### config.mk
export PLATFORM = sky130hd
export DESIGN_NAME = pwr_mode_ctrl
export DESIGN_NICKNAME = d
export VERILOG_FILES = /design/src/rtl/pmc_pkg.sv /design/src/rtl/pmc_wake_merge.sv /design/src/rtl/pmc_sfr_regs.sv /design/src/rtl/pmc_mode_ctrl.sv /design/src/rtl/pwr_mode_ctrl.sv
export SDC_FILE = /design/constraint.sdc
export NUM_CORES = 1
export LEC_CHECK = 0
export BUFFER_PORTS_ARGS = -buffer_cell sky130_fd_sc_hd__buf_2
export CAP_MARGIN = 10
export CORE_AREA = 2 2 39 41
export DETAILED_ROUTE_END_ITERATION = 8
export DIE_AREA = 0 0 41 43
export GPL_ROUTABILITY_DRIVEN = 0
export PLACE_DENSITY_LB_ADDON = 0.2
export SETUP_SLACK_MARGIN = 0.4
export SLEW_MARGIN = 20
export SYNTH_ARGS = -nofsm -noshare
export SYNTH_HDL_FRONTEND = slang
export SYNTH_HIERARCHICAL = 1
export SYNTH_SLANG_ARGS = --single-unit
### constraint.sdc
create_clock -name clk_i -period 1.8 [get_ports clk_i]
set_input_delay 0.09 -clock clk_i [delete_from_list [all_inputs] [get_ports clk_i]]
set_output_delay 0.09 -clock clk_i [all_outputs]
set_load 0.02 [all_outputs]
### src/rtl/pmc_pkg.sv
package pmc_pkg;
  localparam int unsigned DW = 8;

  localparam int unsigned B_SMOD   = 7;
  localparam int unsigned B_SERSEL = 6;
  localparam int unsigned B_RSVD   = 5;
  localparam int unsigned B_POF    = 4;
  localparam int unsigned B_GF1    = 3;
  localparam int unsigned B_GF0    = 2;
  localparam int unsigned B_PD     = 1;
  localparam int unsigned B_IDL    = 0;

  typedef enum logic [1:0] {
    PM_RUN  = 2'd0,
    PM_IDLE = 2'd1,
    PM_DOWN = 2'd2
  } pmode_e;

  typedef struct packed {
    logic smod;
    logic sersel;
    logic pof;
    logic gf1;
    logic gf0;
  } cfg_t;
endpackage

### src/rtl/pmc_wake_merge.sv
module pmc_wake_merge #(
  parameter int unsigned NUM_WAKE = 4
) (
  input  logic [NUM_WAKE-1:0] wake_i,
  input  logic [NUM_WAKE-1:0] wake_en_i,
  output logic                wake_any_o
);
  logic [NUM_WAKE-1:0] masked;

  for (genvar g = 0; g < NUM_WAKE; g++) begin : g_mask
    assign masked[g] = wake_i[g] & wake_en_i[g];
  end

  assign wake_any_o = |masked;
endmodule

### src/rtl/pmc_sfr_regs.sv
module pmc_sfr_regs
  import pmc_pkg::*;
#(
  parameter int unsigned     ADDR_W   = 8,
  parameter logic [ADDR_W-1:0] REG_ADDR = 8'h87
) (
  input  logic              clk_i,
  input  logic              arst_ni,
  input  logic              por_ni,
  input  logic [ADDR_W-1:0] addr_i,
  input  logic              wr_i,
  input  logic              rd_i,
  input  logic [DW-1:0]     wdata_i,
  input  logic              pd_i,
  input  logic              idl_i,
  output logic              wr_hit_o,
  output cfg_t              cfg_o,
  output logic [DW-1:0]     rdata_o
);
  logic hit;
  logic unused_rsvd_w;
  logic unused_mode_w;
  logic smod_q, sersel_q, gf1_q, gf0_q, pof_q;
  logic [DW-1:0] reg_val;

  assign hit           = (addr_i == REG_ADDR);
  assign wr_hit_o      = wr_i & hit;
  assign unused_rsvd_w = wdata_i[B_RSVD];
  assign unused_mode_w = wdata_i[B_PD] ^ wdata_i[B_IDL];

  // cleared by any reset
  always_ff @(posedge clk_i or negedge arst_ni) begin
    if (!arst_ni) begin
      smod_q   <= 1'b0;
      sersel_q <= 1'b0;
      gf1_q    <= 1'b0;
      gf0_q    <= 1'b0;
    end else if (wr_hit_o) begin
      smod_q   <= wdata_i[B_SMOD];
      sersel_q <= wdata_i[B_SERSEL];
      gf1_q    <= wdata_i[B_GF1];
      gf0_q    <= wdata_i[B_GF0];
    end
  end

  // cold-start flag: only the power-on reset sets it, software may only clear it
  always_ff @(posedge clk_i or negedge por_ni) begin
    if (!por_ni)       pof_q <= 1'b1;
    else if (wr_hit_o) pof_q <= pof_q & wdata_i[B_POF];
  end

  always_comb begin
    reg_val           = '0;
    reg_val[B_SMOD]   = smod_q;
    reg_val[B_SERSEL] = sersel_q;
    reg_val[B_POF]    = pof_q;
    reg_val[B_GF1]    = gf1_q;
    reg_val[B_GF0]    = gf0_q;
    reg_val[B_PD]     = pd_i;
    reg_val[B_IDL]    = idl_i;
  end

  assign rdata_o = (rd_i && hit) ? reg_val : '0;
  assign cfg_o   = '{smod: smod_q, sersel: sersel_q, pof: pof_q, gf1: gf1_q, gf0: gf0_q};

  AST_POF_NEVER_SET: assert property (@(posedge clk_i) disable iff (!por_ni)
    !pof_q |=> !pof_q) else $error("pof set by software");

  AST_OFF_ADDR_NO_WRITE: assert property (@(posedge clk_i) disable iff (!arst_ni)
    (wr_i && !hit) |=> ($stable(gf1_q) && $stable(gf0_q) && $stable(smod_q) && $stable(sersel_q)))
    else $error("write to foreign address changed state");
endmodule

### src/rtl/pmc_mode_ctrl.sv
module pmc_mode_ctrl
  import pmc_pkg::*;
(
  input  logic   clk_i,
  input  logic   arst_ni,
  input  logic   wr_hit_i,
  input  logic   wr_pd_i,
  input  logic   wr_idl_i,
  input  logic   wake_i,
  output logic   pd_o,
  output logic   idl_o,
  output pmode_e mode_o,
  output logic   cpu_clk_en_o,
  output logic   per_clk_en_o,
  output logic   pc_hold_o
);
  logic pd_q, idl_q;

  // a wake clears both requests and also beats a same-cycle sleep write
  always_ff @(posedge clk_i or negedge arst_ni) begin
    if (!arst_ni) begin
      pd_q  <= 1'b0;
      idl_q <= 1'b0;
    end else if (wake_i) begin
      pd_q  <= 1'b0;
      idl_q <= 1'b0;
    end else if (wr_hit_i) begin
      pd_q  <= wr_pd_i;
      idl_q <= wr_idl_i;
    end
  end

  always_comb begin
    if (pd_q)       mode_o = PM_DOWN;
    else if (idl_q) mode_o = PM_IDLE;
    else            mode_o = PM_RUN;
  end

  assign cpu_clk_en_o = (mode_o == PM_RUN);
  assign per_clk_en_o = (mode_o != PM_DOWN);
  assign pc_hold_o    = (mode_o != PM_RUN);
  assign pd_o         = pd_q;
  assign idl_o        = idl_q;

  AST_IDLE_ENTRY: assert property (@(posedge clk_i) disable iff (!arst_ni)
    (wr_hit_i && wr_idl_i && !wr_pd_i && !wake_i) |=> (!cpu_clk_en_o && per_clk_en_o && pc_hold_o))
    else $error("idle entry wrong");

  AST_PD_ENTRY: assert property (@(posedge clk_i) disable iff (!arst_ni)
    (wr_hit_i && wr_pd_i && !wake_i) |=> (!cpu_clk_en_o && !per_clk_en_o && pc_hold_o))
    else $error("power-down entry wrong");

  AST_PD_NO_IDLE_AFTER: assert property (@(posedge clk_i) disable iff (!arst_ni)
    (pd_q && wake_i) |=> (mode_o == PM_RUN)) else $error("idle after power-down");

  AST_CANCEL_ENTRY: assert property (@(posedge clk_i) disable iff (!arst_ni)
    (wr_hit_i && (wr_pd_i || wr_idl_i) && wake_i) |=> !pc_hold_o)
    else $error("entry not cancelled");
endmodule

### src/rtl/pwr_mode_ctrl.sv
module pwr_mode_ctrl
  import pmc_pkg::*;
#(
  parameter int unsigned       ADDR_W   = 8,
  parameter logic [ADDR_W-1:0] REG_ADDR = 8'h87,
  parameter int unsigned       NUM_WAKE = 4
) (
  input  logic                clk_i,
  input  logic                rst_ni,
  input  logic                por_ni,
  input  logic [ADDR_W-1:0]   sfr_addr_i,
  input  logic                sfr_wr_i,
  input  logic                sfr_rd_i,
  input  logic [DW-1:0]       sfr_wdata_i,
  output logic [DW-1:0]       sfr_rdata_o,
  input  logic [NUM_WAKE-1:0] wake_i,
  input  logic [NUM_WAKE-1:0] wake_en_i,
  output logic                cpu_clk_en_o,
  output logic                per_clk_en_o,
  output logic                pc_hold_o,
  output logic                baud_dbl_o,
  output logic                ser_top_sel_o
);
  logic   arst_n;
  logic   wr_hit;
  logic   wake_any;
  logic   pd, idl;
  cfg_t   cfg;
  pmode_e mode;
  logic   unused_mode;

  assign arst_n = rst_ni & por_ni;

  pmc_wake_merge #(.NUM_WAKE(NUM_WAKE)) u_wake (
    .wake_i    (wake_i),
    .wake_en_i (wake_en_i),
    .wake_any_o(wake_any)
  );

  pmc_sfr_regs #(.ADDR_W(ADDR_W), .REG_ADDR(REG_ADDR)) u_regs (
    .clk_i   (clk_i),
    .arst_ni (arst_n),
    .por_ni  (por_ni),
    .addr_i  (sfr_addr_i),
    .wr_i    (sfr_wr_i),
    .rd_i    (sfr_rd_i),
    .wdata_i (sfr_wdata_i),
    .pd_i    (pd),
    .idl_i   (idl),
    .wr_hit_o(wr_hit),
    .cfg_o   (cfg),
    .rdata_o (sfr_rdata_o)
  );

  pmc_mode_ctrl u_mode (
    .clk_i       (clk_i),
    .arst_ni     (arst_n),
    .wr_hit_i    (wr_hit),
    .wr_pd_i     (sfr_wdata_i[B_PD]),
    .wr_idl_i    (sfr_wdata_i[B_IDL]),
    .wake_i      (wake_any),
    .pd_o        (pd),
    .idl_o       (idl),
    .mode_o      (mode),
    .cpu_clk_en_o(cpu_clk_en_o),
    .per_clk_en_o(per_clk_en_o),
    .pc_hold_o   (pc_hold_o)
  );

  assign unused_mode   = ^mode ^ cfg.pof ^ cfg.gf1 ^ cfg.gf0;
  assign baud_dbl_o    = cfg.smod;
  assign ser_top_sel_o = cfg.sersel;

  AST_WAKE_RESUMES: assert property (@(posedge clk_i) disable iff (!arst_n)
    (pc_hold_o && |(wake_i & wake_en_i)) |=> (cpu_clk_en_o && per_clk_en_o && !pc_hold_o))
    else $error("wake did not resume");

  AST_HOLD_WITHOUT_WAKE: assert property (@(posedge clk_i) disable iff (!arst_n)
    (pc_hold_o && !(|(wake_i & wake_en_i)) && !sfr_wr_i) |=> pc_hold_o)
    else $error("left sleep without wake");
endmodule

==> flow_metrics.tcl <==
set metrics [dict create \
    htree_levels 1 \
    area_growth_syn_to_layout_pct 54.7 \
    wl_met1_um 378 \
    syn_inst 39 \
    diodes 0 \
    finalSetupViolations 0 \
    met3WireLength_um 64 \
    hold_viol 0 \
    cap_violations 0 \
    ir_drop_v 0.000279 \
    cts_sinks 7 \
    required_ps 1710 \
    cp.arrival_ps 1080 \
    design.core.area_um2 1380 \
    drcViolationCount 0 \
    fp-row-count 14 \
    cp_slowest_stage_delay_ps 390 \
    grtUsageTotal 0.113 \
    criticalPathCategory "reg -> out" \
    crit_chain "or2_4, inv_2, buf_2" \
    cts_root_buf "clkbuf_4" \
    clk_pin_slew_worst_paths_ps 50 \
    maxClockFrequency_mhz 857 \
    drv_slew 0 \
    start_kind "flop" \
    synth_nets 68 \
    num_vias 405 \
    insertion_delay_ps 240 \
    antenna_found_initial 0 \
    netlist_area_um2 437 \
    yosysWarnings 6 \
    die_area_um2 1760 \
    fin_setup_tns_ps 0 \
    globalRouteOverflowTotal 0 \
    drive_gt1_frac 0.654 \
    io_pins 42 \
    cts_made_buffers 3 \
    drtPass1Iterations 2 \
    clock_path_buffers 2 \
    grt_pass1_vias 392 \
    synth_area_per_cell_um2 11.2 \
    worstPathMaxFanout 3 \
    viasPerCell 4.18 \
    crit_buf_inv 2 \
    p_per_area_nw_per_um2 532 \
    layout_setup_ws_ps 633 \
    critPathSlowestCell "dfrtp_1" \
    die_w_um 41 \
    whs_ps 75.2 \
    n_fill_cell 146 \
    rsz0062_at_grt "no" \
    endpoint_kind "output port" \
    start_util 0.316 \
    numPortBuffers 39 \
    antenna_left 0 \
    wl_met2_um 469 \
    grt_max_degree 8 \
    layout.nets 111 \
    cts_resized 0 \
    fin_crit_sh 0.648 \
    grt_pass1_wl_um 1410 \
    cts_tree "yes" \
    cp_top_family "flip-flops" \
    die_h_um 43 \
    dp_slack_ps 641 \
    drt_iter0_drc 1 \
    min_path_type "in -> reg" \
    power.leakage_nw 0.391 \
    wl_um 912 \
    status "complete, no violations" \
    wl_per_cell_um 9.40 \
    top_layer "met3" \
    finalClockSkew_ps 0 \
    min_period_ps 1170 \
]
==> registers in the layout (all words and copies together) (netlist names) <==
| register | cells |
|---|---|
| u_mode/idl_o | 1 |
| u_regs/smod_q | 1 |
| u_regs/sersel_q | 1 |
| u_mode/pd_o | 1 |
| u_regs/pof_q | 1 |
| u_regs/gf1_q | 1 |
| u_regs/gf0_q | 1 |
==> worst paths after layout <==
path	start	end	slack [ps]	depth (start not counted)
max reg2reg	u_regs/sersel_q	u_regs/sersel_q	1050	1
max	u_mode/idl_o	cpu_clk_en_o	630	3
max in group asynchronous	por_ni	u_regs/gf0_q	1240	3
min reg2reg	u_regs/pof_q	u_regs/pof_q	460	1
min	sfr_wdata_i[7]	u_regs/smod_q	80	2
min in group asynchronous	por_ni	u_regs/pof_q	310	2
==> where the power goes <==
group / internal (mW) / total, mW / switching (mW)
sequential: 0.162 / 0.164 / 0.00223
clock: 0.0845 / 0.140 / 0.0559
combinational: 0.0350 / 0.0550 / 0.0200
total: 0.281 / 0.360 / 0.0781
==> layout make-up <==
class	instances	area, µm²	area share
Multi-Input combinational cell	26	226	0.335
Sequential cell	7	176	0.261
Inverter	3	11.3	0.0167
Timing Repair Buffer	41	215	0.319
Clock buffer	4	26.3	0.0389
Tap cell	16	20.0	0.0296
==> stage by stage <==
step,util,total power [mW],instances,cell area [µm²]
floorplan,-,0.192,39,437
global placement,0.455,0.218,91,629
detailed placement,0.455,0.220,91,629
CTS,0.488,0.367,97,676
global route,0.488,0.380,97,676
finish,0.488,0.360,97,676
==> layer usage <==
layer / GRT usage / vias to the layer above
li1: - / 210
met4: 0.0400 / 0
met5: 0 / -
met3: 0.0157 / 0
met2: 0.181 / 17
met1: 0.149 / 178
==> timing repair <==
action,in CTS,in global routing
setup buffers,0,0
hold endpoints to repair,7,0
hold buffers,2,0
==> placed cells by master (no fill, tap or decap) <==
master,instances
inv_2,1
or2_4,1
a22oi_1,2
dlygate4sd3_1,2
nand3_4,1
inv_1,2
nor2_1,2
and3_2,1
and4bb_2,2
dfrtp_1,6
clkbuf_4,3
mux2i_1,2
buf_2,39
dfstp_2,1
conb_1,1
o21a_1,1
clkbuf_1,1
nand2_1,1
and2_1,8
mux2_4,4
Power figures use the tool's default switching activity.
